### src/rtl/frag_pkg.sv
package frag_pkg;
  localparam int SEQ_W = 6;

  typedef enum logic [1:0] {
    MODE_PLAIN  = 2'b00,
    MODE_SEQ    = 2'b01,
    MODE_TGL    = 2'b10,
    MODE_NOLAST = 2'b11
  } frag_mode_e;

  typedef enum logic [1:0] {
    ST_IDLE = 2'd0,
    ST_DATA = 2'd1,
    ST_CNT  = 2'd2
  } eng_state_e;

  typedef logic [7:0][7:0] pay_t;

  typedef struct packed {
    logic             skip;
    logic             err;
    logic             first;
    logic             last;
    logic [SEQ_W-1:0] nxt;
    logic [2:0]       nbytes;
  } frag_dec_t;
endpackage

### src/rtl/frag_decode.sv
module frag_decode
  import frag_pkg::*;
(
  input  frag_mode_e       mode,
  input  logic [7:0]       fbyte,
  input  logic [3:0]       dlc,
  input  logic [SEQ_W-1:0] expect_q,
  output frag_dec_t        dec
);
  logic [3:0]       dlc_c;
  logic [1:0]       ftype;
  logic [SEQ_W-1:0] seq;

  always_comb begin
    dlc_c = (dlc > 4'd8) ? 4'd8 : dlc;
    ftype = fbyte[7:6];
    seq   = fbyte[SEQ_W-1:0];
    dec        = '0;
    dec.nxt    = expect_q;
    dec.nbytes = (dlc_c == 4'd0) ? 3'd0 : 3'(dlc_c - 4'd1);
    case (mode)
      MODE_SEQ: begin
        if (ftype == 2'b11) begin
          dec.skip = 1'b1;
        end else if (ftype == 2'b00) begin
          dec.first = 1'b1;
          dec.nxt   = seq + 1'b1;
        end else begin
          dec.err  = (seq != expect_q);
          dec.nxt  = expect_q + 1'b1;
          dec.last = (ftype == 2'b10);
        end
      end
      MODE_TGL: begin
        dec.err  = (fbyte[4] != expect_q[0]);
        dec.nxt  = {expect_q[SEQ_W-1:1], ~expect_q[0]};
        dec.last = fbyte[0];
      end
      MODE_NOLAST: begin
        dec.err = (seq != expect_q);
        dec.nxt = expect_q + 1'b1;
      end
      default: ;
    endcase
    if (dec.nbytes == 3'd0) dec.skip = 1'b1;
  end
endmodule

### src/rtl/frag_engine.sv
module frag_engine
  import frag_pkg::*;
#(
  parameter int ADDR_W = 8
) (
  input  logic              clk,
  input  logic              rst,
  input  logic              cfg_load,
  input  logic [ADDR_W-1:0] cfg_ptr,
  input  logic [SEQ_W-1:0]  cfg_fcr,
  input  logic [ADDR_W-1:0] cfg_limit,
  input  logic              acc,
  input  frag_dec_t         dec,
  input  pay_t              pay_in,
  output logic              ready,
  output logic [SEQ_W-1:0]  expect_q,
  output logic              wr_en,
  output logic [ADDR_W-1:0] wr_addr,
  output logic [7:0]        wr_data,
  output logic              irq_done,
  output logic              irq_full,
  output logic              irq_err,
  output logic [ADDR_W-1:0] count
);
  eng_state_e        state;
  logic [ADDR_W-1:0] ptr, start;
  logic              halted, lastf, kind_done;
  logic [2:0]        idx, nb;
  pay_t              pay;
  logic              fin, hit_limit;

  always_comb begin
    fin       = (idx == nb - 3'd1);
    hit_limit = (ADDR_W'(ptr + 1'b1) == cfg_limit);
  end

  assign ready = (state == ST_IDLE);

  always_ff @(posedge clk) begin
    if (rst) begin
      state     <= ST_IDLE;
      ptr       <= '0;
      start     <= '0;
      count     <= '0;
      expect_q  <= '0;
      halted    <= 1'b0;
      lastf     <= 1'b0;
      kind_done <= 1'b0;
      idx       <= '0;
      nb        <= '0;
      pay       <= '0;
      wr_en     <= 1'b0;
      wr_addr   <= '0;
      wr_data   <= '0;
      irq_done  <= 1'b0;
      irq_full  <= 1'b0;
      irq_err   <= 1'b0;
    end else begin
      wr_en    <= 1'b0;
      irq_done <= 1'b0;
      irq_full <= 1'b0;
      irq_err  <= 1'b0;
      if (cfg_load) begin
        ptr      <= cfg_ptr;
        start    <= cfg_ptr;
        count    <= '0;
        expect_q <= cfg_fcr;
        halted   <= 1'b0;
        state    <= ST_IDLE;
      end else begin
        case (state)
          ST_IDLE: begin
            if (acc && !dec.skip && !halted) begin
              if (dec.err) begin
                irq_err <= 1'b1;
                ptr     <= start;
                count   <= '0;
              end else begin
                expect_q <= dec.nxt;
                pay      <= pay_in;
                nb       <= dec.nbytes;
                idx      <= '0;
                lastf    <= dec.last;
                state    <= ST_DATA;
                if (dec.first) begin
                  wr_en   <= 1'b1;
                  wr_addr <= '0;
                  wr_data <= 8'h00;
                  ptr     <= ADDR_W'(1);
                  count   <= '0;
                end
              end
            end
          end
          ST_DATA: begin
            wr_en   <= 1'b1;
            wr_addr <= ptr;
            wr_data <= pay[idx];
            ptr     <= ptr + 1'b1;
            count   <= count + 1'b1;
            idx     <= idx + 3'd1;
            if (fin && lastf) begin
              kind_done <= 1'b1;
              state     <= ST_CNT;
            end else if (hit_limit) begin
              kind_done <= 1'b0;
              halted    <= 1'b1;
              state     <= ST_CNT;
            end else if (fin) begin
              state <= ST_IDLE;
            end
          end
          ST_CNT: begin
            wr_en   <= 1'b1;
            wr_addr <= '0;
            wr_data <= 8'(count);
            if (kind_done) irq_done <= 1'b1;
            else           irq_full <= 1'b1;
            state <= ST_IDLE;
          end
          default: state <= ST_IDLE;
        endcase
      end
    end
  end
endmodule

### src/rtl/frag_reasm.sv
module frag_reasm
  import frag_pkg::*;
#(
  parameter int ADDR_W = 8
) (
  input  logic              clk,
  input  logic              rst,
  input  logic [1:0]        cfg_mode,
  input  logic              cfg_load,
  input  logic [ADDR_W-1:0] cfg_ptr,
  input  logic [5:0]        cfg_fcr,
  input  logic [ADDR_W-1:0] cfg_limit,
  input  logic              frm_valid,
  output logic              frm_ready,
  input  logic [3:0]        frm_dlc,
  input  logic [63:0]       frm_data,
  output logic              wr_en,
  output logic [ADDR_W-1:0] wr_addr,
  output logic [7:0]        wr_data,
  output logic              irq_done,
  output logic              irq_full,
  output logic              irq_err,
  output logic [ADDR_W-1:0] sts_count
);
  frag_dec_t        dec;
  pay_t             pay_in;
  logic [SEQ_W-1:0] expect_q;

  for (genvar k = 0; k < 7; k++) begin : g_pay
    assign pay_in[k] = frm_data[8*(k+1) +: 8];
  end
  assign pay_in[7] = 8'h00;

  frag_decode u_dec (
    .mode     (frag_mode_e'(cfg_mode)),
    .fbyte    (frm_data[7:0]),
    .dlc      (frm_dlc),
    .expect_q (expect_q),
    .dec      (dec)
  );

  frag_engine #(.ADDR_W(ADDR_W)) u_eng (
    .clk       (clk),
    .rst       (rst),
    .cfg_load  (cfg_load),
    .cfg_ptr   (cfg_ptr),
    .cfg_fcr   (cfg_fcr),
    .cfg_limit (cfg_limit),
    .acc       (frm_valid && frm_ready),
    .dec       (dec),
    .pay_in    (pay_in),
    .ready     (frm_ready),
    .expect_q  (expect_q),
    .wr_en     (wr_en),
    .wr_addr   (wr_addr),
    .wr_data   (wr_data),
    .irq_done  (irq_done),
    .irq_full  (irq_full),
    .irq_err   (irq_err),
    .count     (sts_count)
  );
endmodule

### config.mk
export PLATFORM = sky130hd
export DESIGN_NAME = frag_reasm
export DESIGN_NICKNAME = d
export VERILOG_FILES = /design/src/rtl/frag_pkg.sv /design/src/rtl/frag_decode.sv /design/src/rtl/frag_engine.sv /design/src/rtl/frag_reasm.sv
export SDC_FILE = /design/constraint.sdc
export NUM_CORES = 1
export LEC_CHECK = 0
export ABC_CLOCK_PERIOD_IN_PS = 3040
export BUFFER_PORTS_ARGS = -buffer_cell sky130_fd_sc_hd__buf_2
export CORE_MARGIN = 2
export CORE_UTILIZATION = 44
export CTS_BUF_LIST = sky130_fd_sc_hd__clkbuf_16
export CTS_CLUSTER_DIAMETER = 40
export CTS_CLUSTER_SIZE = 25
export DETAILED_ROUTE_END_ITERATION = 12
export HOLD_SLACK_MARGIN = 0.1
export PLACE_DENSITY = 0.77
export SYNTH_ARGS = -nofsm -noshare
export SYNTH_HDL_FRONTEND = slang
export SYNTH_HIERARCHICAL = 1
export SYNTH_SLANG_ARGS = --single-unit
### constraint.sdc
create_clock -name clk -period 3.04 [get_ports clk]
set_input_delay 0.304 -clock clk [delete_from_list [all_inputs] [get_ports clk]]
set_output_delay 0.304 -clock clk [all_outputs]
set_load 0.02 [all_outputs]
Word-level counts from Yosys, hierarchy flattened
Cells that the tools add are included.

Register bits: 117. Bits of input ports: 96. Output and inout port bits: 29. Logic and storage cells: 144.

Add/subtract/negate cells: 7. Order comparisons: 2. Eq/ne operators: 21. Multiplexer cells: 51. Bitwise gates (word level): 7. Reduce and logical (&&, ||, !) cells: 32.

Operator list (count): $mux 8 (10); $pmux 8 s3 (2); $pmux 8 s2 (2); $mux 6 (5); $bmux 8 s3 (1); $pmux 6 s3 (1); $add 8x1->8 const B (2); $mux 1 (15); $reduce_and 3->1 (5); $add 6x1->6 const B (2); $eq 2x2->1 const B (5); $mux 2 (5); $reduce_and 5->1 (2); $mux 3 (3); $mux 9 (1); $reduce_bool 3->1 (3); $eq 8x8->1 (1); $reduce_and 4->1 (2); $reduce_bool 2->1 (4); $not 1->1 (7); $ne 2x2->1 const B (3); $ne 6x6->1 (1); $pmux 3 s2 (1); $reduce_and 6->1 (1); other kinds (26) (36).

Longest topological paths before layout
Gate-level depths: netlist of run 1.

Depth in word-level cells: 12. Gate-level depth with buffers: 13. Gate-level depth less buffers: 11.

Cells and area by module
Netlist of run 1, hierarchy kept.

By module, submodules not included: frag_engine (instances 1, cells an instance 686, area each 5791.8 µm², sequential area each 2502.4 µm²); frag_decode (instances 1, cells an instance 107, area each 768.2 µm², sequential area each 0.0 µm²); frag_reasm (instances 1, cells an instance 2, area each 10.0 µm², sequential area each 0.0 µm²).

Worst setup path after synthesis of run 1
OpenSTA, ideal clock, no wires.

Path type: in2reg. Start: in cfg_mode[1]. End: reg u_eng/pay[40] (netlist name). Arrival time: 2.562 ns. Setup slack: 0.346 ns. Cell stages on the path: 12. Path buffers: 3. Path through: inv_1 -> ha_1 -> and3_1 -> or2_2 -> or3b_4 -> or2_4 -> or3_1 -> buf_2 -> buf_6 -> buf_6 -> nand2_1 -> a21oi_1.

RTL lines: from (decl) (line frag_reasm.sv:8) `input logic [1:0] cfg_mode,`; to (signal assigned) (line frag_engine.sv:80) `pay <= pay_in;`; to (decl) (line frag_engine.sv:29) `pay_t pay;`.

==> results of run 1 <==
flip-flops by register name (all words and copies together), names as in the netlist:
register / cells
u_eng/idx: 3
u_eng/wr_data: 8
u_eng/wr_en: 1
u_eng/nb: 3
u_eng/count: 8
u_eng/kind_done: 1
u_eng/irq_err: 1
u_eng/pay: 64
u_eng/lastf: 1
u_eng/start: 8
u_eng/state: 2
u_eng/irq_done: 1
u_eng/wr_addr: 8
u_eng/halted: 1
u_eng/irq_full: 1
u_eng/expect_q: 6
u_eng/ptr: 8
metrics by stage:
step / cells / utilization (%) / worst slack, ns / cell area, um^2
floorplan: 802 / - / 0.3462 / 6596
global placement: 1073 / 50.39 / 0.1937 / 7323
detailed placement: 1073 / 50.39 / 0.1177 / 7323
CTS: 1105 / 54.58 / 0.2948 / 7933
global route: 1105 / 54.58 / 0.07106 / 7933
finish: 1105 / 54.58 / 0.2554 / 7933
area by class of cell:
type                    count  share of cell area [%]
clock buffers              17                   5.363
repair buffers            146                   10.25
inverters                  14                  0.6625
multi-input cells         604                   46.96
flip-flops and latches    125                   31.55
well taps                 184                   2.902
clock inverters            15                   2.319
cells in the final DEF, fill, tap and decap left out, types with 6 or more instances in the layout:
cell | netlist | routed
o21ai_0 | 27 | 27
a22oi_1 | 11 | 11
and2_1 | 8 | 8
mux4_2 | 16 | 16
mux2_2 | 7 | 7
nor2_1 | 45 | 45
buf_4 | 2 | 21
a21oi_1 | 106 | 106
buf_2 | 18 | 123
ha_1 | 14 | 14
clkbuf_16 | 0 | 17
nor3_1 | 8 | 8
dfxtp_1 | 125 | 125
conb_1 | 1 | 8
xnor2_1 | 18 | 18
inv_6 | 0 | 6
nand3_1 | 20 | 20
xor2_1 | 13 | 13
and3_1 | 8 | 8
nand2_1 | 185 | 185
inv_1 | 14 | 14
nand2b_1 | 14 | 14
mux2i_1 | 17 | 17
worst min-delay path, stage by stage:
cell     delay, ns
buf_2         0.09
nand2_1       0.04
a21oi_1       0.05
kinds of logic after synthesis:
| group | Yosys count | synth area share [%] |
|---|---|---|
| adder cells (fa/ha/maj) | 18 | 3.314 |
| multiplexers | 40 | 9.275 |
| buffers and inverters | 73 | 5.637 |
| other | 1 | 0.05708 |
| XOR/XNOR | 32 | 4.494 |
| AO/OA/AOI/OAI | 188 | 17.14 |
| flip-flops | 125 | 38.09 |
| AND/OR/NAND/NOR | 318 | 22.00 |
worst max-delay path by stage:
stage / slack [ns] / endpoint / cells after the start / startpoint
floorplan: 0.35 / u_eng/pay[40] / 12 / cfg_mode[1]
global placement: 0.19 / u_eng/expect_q[5] / 11 / cfg_mode[1]
detailed placement: 0.12 / u_eng/expect_q[3] / 11 / cfg_mode[1]
CTS: 0.29 / u_eng/wr_addr[0] / 10 / u_eng/expect_q[4]
global route: 0.07 / u_eng/wr_addr[4] / 10 / u_eng/expect_q[4]
finish: 0.26 / u_eng/wr_addr[0] / 10 / u_eng/expect_q[4]
power by group through the flow:
stage / Sequential [W] / Combinational (W) / Clock [W]
CTS: 0.00175 / 0.000510 / 0.00211
global placement: 0.00178 / 0.000499 / 0
detailed placement: 0.00178 / 0.000507 / 0
global route: 0.00176 / 0.000566 / 0.00219
floorplan: 0.00176 / 0.000361 / 0
finish: 0.00175 / 0.000511 / 0.00207
per-layer routing:
metal | global-route usage [%] | vias to the layer above
li1 | - | 2971
met5 | 0 | -
met2 | 33.18 | 192
met1 | 27.50 | 2710
met4 | 6.852 | 2
met3 | 4.206 | 18
==> flow_summary.yaml, run 1 <==
status:
  status: "finished clean"
sta:
  fin_crit_ns: 2.785
  skew_ns: 0.006867
  post-route-period-util_pct: 91.60
  tightest_slew_ns: 0.8238
  maxSlewViolCount: 0
  tns_ns: 0
  rsz0062_at_grt: "no"
  hold_viol: 0
  timing.fmax_mhz: 359.1
  max_slew_margin_pct: 45.08
  whs_ns: 0.1284
  setup_viol: 0
global_route:
  grt-ovfl-total: 0
  grt_pass1_vias: 5522
  grt_antenna_before_repair: 1
  grt_start_max_net_pins: 70
  grt_usage_pct: 20.52
  grt_pass1_wl_mm: 26.58
setup_path:
  cp_cell_sequence: "xnor2_1, nand4_1, o32ai_1, a21oi_1, or4b_4, a21oi_4, nand2_1, buf_4, nand2_1, a21oi_1"
  end_kind: "register"
  path_class: "reg2reg"
  cp.arrival_ns: 3.04
  crit_path_max_fanout: 9
  path_buf_inv: 1
  critPathMaxStageDelay_ns: 0.59
  critical-path-slowest-cell: "or4b_4"
  cp_top_family: "simple AND/OR/NAND/NOR gates"
  worstReg2RegEnd: "u_eng/wr_addr[0]"
  reg2reg_depth: 10
  timing.rr.start: "u_eng/expect_q[4]"
  start_kind: "register"
  required_ns: 3.30
  reg2reg_setup_slack_ns: 0.26
hold_path:
  hold_class: "in2reg"
  hold_depth: 3
  hold_path_end: "u_eng/pay[37]"
  worstHoldStart: "frm_data[45]"
synth:
  synth_ff_type: "dfxtp_1"
  synth_top_area_share_pct: 38.09
  synth_cells: 795
  synthArstFlopShare_pct: 0
  yosysUniqueCellTypes: 73
  netlist_top_cells_count: "185 x nand2_1, 125 x dfxtp_1, 106 x a21oi_1, 45 x nor2_1, 28 x clkbuf_1"
  synth_edf_count: 0
  yosysMostFrequentCell: "nand2_1"
  yosysTopAreaCell: "dfxtp_1"
  yosysSeqAreaShare_pct: 38.09
  netlist_area_um2: 6570
  ys_seq_elements: 125
  netlist_top_cells_area: "dfxtp_1 38%, nand2_1 11%, a21oi_1 8.1%"
  yosysWarnings: 6
  syn_area_per_cell_um2: 8.264
floorplan:
  ios: 125
  fp.dieH_um: 126.2
  start_util_pct: 45.20
  coreArea_um2: 14530
  die_w_um: 126.2
  fp.dieArea_um2: 15930
  num_rows: 44
drt:
  vias: 5893
  drtPass1Iterations: 4
  top_layer: "met5"
  avgRoutedWirePerCell_um: 14.68
  routed_wirelength_mm: 16.22
  first_iter_violations: 462
  wl_met2_mm: 7.857
  m1WireLength_mm: 7.229
  via_per_inst: 5.333
  route.detailed.drc: 0
  final_antenna_net_count: 0
  wl_met3_um: 901
power_and_ir_drop:
  seqPwrFrac_pct: 40.4
  combPwrFrac_pct: 11.8
  power_report.internal_total_w: 0.003230
  p_clk_share_pct: 47.9
  p_per_area_nw_per_um2: 546.5
  p_leak_nw: 3.090
  p_sw_share_pct: 25.49
  ir_drop_v: 0.0003687
  fin_total_pwr_w: 0.004335
  switchingPower_w: 0.001105
clock_tree:
  holdBufCountCts: 0
  cts_sinks: 125
  clkSlewWorstSetupHoldPaths_ns: 0.06
  post_cts_buffers: 0
  cts_tree: "done"
  numCtsBuffers: 17
  clock_path_buffers: 2
  clockRootBuffer: "clkbuf_16"
  post_cts_resized: 0
  clk_latency_ns: 0.41
  htreeDepth: 4
final_layout:
  n_fill_cell: 1355
  final_layout_size_suffix_gt1_share_pct: 24.00
  ff_latch_area_um2: 2502
  antenna_cells: 0
  multi_input_area_um2: 3725
  synthToLayoutAreaGrowth_pct: 20.74
  nets: 1018
placement:
  post-dp-hpwl_mm: 11.60
  gp_congestion: 0.8941
  port_buffers: 124
run:
  maxCapViolCount: 0
Power figures use the tool's default switching activity.
==> inputs of run 2 (changes only) <==
ABC_CLOCK_PERIOD_IN_PS = 3200   (was 3040)
CORE_ASPECT_RATIO = 0.9   (was not set)
CTS_BUF_LIST = not set   (was sky130_fd_sc_hd__clkbuf_16)
clock period = 3.2 ns   (was 3.04 ns; I/O delays follow)
==> flow_summary.yaml, run 2 (synthesized netlist as in run 1, its figures left out) <==
floorplan:
  coreArea_um2: 14660
  fp.dieArea_um2: 15930
  ios: 125
  fp.dieH_um: 119.9
  num_rows: 42
  die_w_um: 132.8
  start_util_pct: 44.81
placement:
  post-dp-hpwl_mm: 11.34
  gp_congestion: 0.9162
  port_buffers: 124
  place_ws_ns: 0.2866
setup_path:
  reg2reg_depth: 9
  start_kind: "register"
  cp.arrival_ns: 2.99
  timing.rr.start: "u_eng/expect_q[4]"
  setup.worst_path.start: "u_eng/expect_q[4]"
  end_kind: "register"
  reg2reg_setup_slack_ns: 0.55
  crit_path_max_fanout: 8
  critPathCapture: "u_eng/wr_addr[6]"
  path_class: "reg2reg"
  required_ns: 3.54
  worstReg2RegEnd: "u_eng/wr_addr[6]"
power_and_ir_drop:
  power_report.internal_total_w: 0.002916
  p_leak_nw: 3.044
  seqPwrFrac_pct: 42.2
  switchingPower_w: 0.001026
  p_clk_share_pct: 45.7
  p_per_area_nw_per_um2: 500.2
  p_sw_share_pct: 26.03
  combPwrFrac_pct: 12.2
  fin_total_pwr_w: 0.003943
  ir_drop_v: 0.0003923
clock_tree:
  clockRootBuffer: "clkbuf_16"
  clkSlewWorstSetupHoldPaths_ns: 0.06
  holdBufCountCts: 0
  cts_tree: "done"
  clk_latency_ns: 0.42
  htreeDepth: 4
  clock_path_buffers: 2
  post_cts_resized: 0
  numCtsBuffers: 17
  cts_sinks: 125
  post_cts_buffers: 0
sta:
  tightest_slew_ns: 0.7929
  maxSlewViolCount: 0
  timing.fmax_mhz: 377.4
  rsz0062_at_grt: "no"
  fin_ws_ns: 0.5503
  setup_viol: 0
  skew_ns: 0.008922
  hold_viol: 0
  max_slew_margin_pct: 47.14
  post-route-period-util_pct: 82.80
  tns_ns: 0
  fin_crit_ns: 2.650
global_route:
  grt_usage_pct: 20.43
  grt_start_max_net_pins: 70
  grt_antenna_before_repair: 1
  grt-ovfl-total: 0
  grt_pass1_wl_mm: 26.11
  grt_pass1_vias: 5414
final_layout:
  mostFrequentLayoutCells: "185 x nand2_1, 125 x dfxtp_1, 123 x buf_2"
  nets: 1015
  largest_reg_flops: 64
  final_common_cell: "nand2_1"
  synthToLayoutAreaGrowth_pct: 19.96
  final_layout_size_suffix_gt1_share_pct: 23.75
  regMostFlops: "u_eng/pay"
hold_path:
  hold_class: "in2reg"
drt:
  route.detailed.drc: 0
  via_per_inst: 5.301
  final_antenna_net_count: 0
  avgRoutedWirePerCell_um: 14.39
  drtPass1Iterations: 5
  routed_wirelength_mm: 16.07
  first_iter_violations: 433
  vias: 5921
status:
  status: "finished clean"
run:
  maxCapViolCount: 0
## run 2: changes by cell type in the layout (fill, tap and decap cells not counted), sizes merged
| cell | before | now |
|---|---|---|
| inv | 20 | 16 |
| buf | 146 | 143 |
| clkinv | 4 | 5 |
| clkinvlp | 2 | 5 |
| clkbuf | 17 | 19 |
| diode | 0 | 1 |
| bufinv | 3 | 1 |
## run 2: layer usage
layer	vias up	global-route usage, %	routed length (um)	part of all wire (%)
met4	0	6.116	272	1.7
li1	2960	-	-	-
met3	24	5.196	1099	6.8
met2	199	31.02	7190	45
met1	2738	28.63	7511	47
met5	-	0	0	0
## run 2: area by class of cell
cell class | instances | area (um^2)
clock inverters | 13 | 117.6
diodes | 1 | 2.502
well taps | 198 | 247.7
repair buffers | 143 | 790.8
inverters | 14 | 52.55
multi-input cells | 604 | 3725
clock buffers | 19 | 442.9
fillers | 1355 | 6780
flip-flops and latches | 125 | 2502
## run 2: critical path, cell delays in order (launching register included)
cell and delay [ns]:
dfxtp_1 0.48, xnor2_1 0.16, nand4_1 0.09, o32ai_1 0.23, a21oi_1 0.16, or4b_4 0.57, a21oi_4 0.22, and2_1 0.35
nand3_1 0.14, a21oi_1 0.17
## run 2: power groups by stage
stage / Sequential, W / Clock [W] / Combinational (W)
after floorplan: 0.00168 / 0 / 0.000343
after global placement: 0.00169 / 0 / 0.000467
after detailed placement: 0.00169 / 0 / 0.000474
after CTS: 0.00166 / 0.00183 / 0.000477
after global routing: 0.00167 / 0.00191 / 0.000533
final: 0.00166 / 0.00180 / 0.000479
## run 2: how the worst min path moves through the flow
stage	start	end	slack, ns	depth (start not counted)
after floorplan	u_eng/kind_done	u_eng/irq_full	0.40	1
after global placement	u_eng/kind_done	u_eng/irq_full	0.43	1
after detailed placement	u_eng/wr_addr[4]	u_eng/wr_addr[4]	0.44	2
after CTS	frm_data[34]	u_eng/pay[26]	0.13	3
after global routing	frm_data[34]	u_eng/pay[26]	0.13	3
final	frm_data[34]	u_eng/pay[26]	0.14	3
## run 2: stage by stage
stage	hold WS, ns	cell area [um^2]	utilization, %	instances
floorplan	0.4044	6596	-	802
global placement	0.4321	7318	49.91	1084
detailed placement	0.4436	7318	49.91	1084
CTS	0.1300	7879	53.74	1116
global route	0.1262	7879	53.74	1116
finish	0.1354	7881	53.75	1117
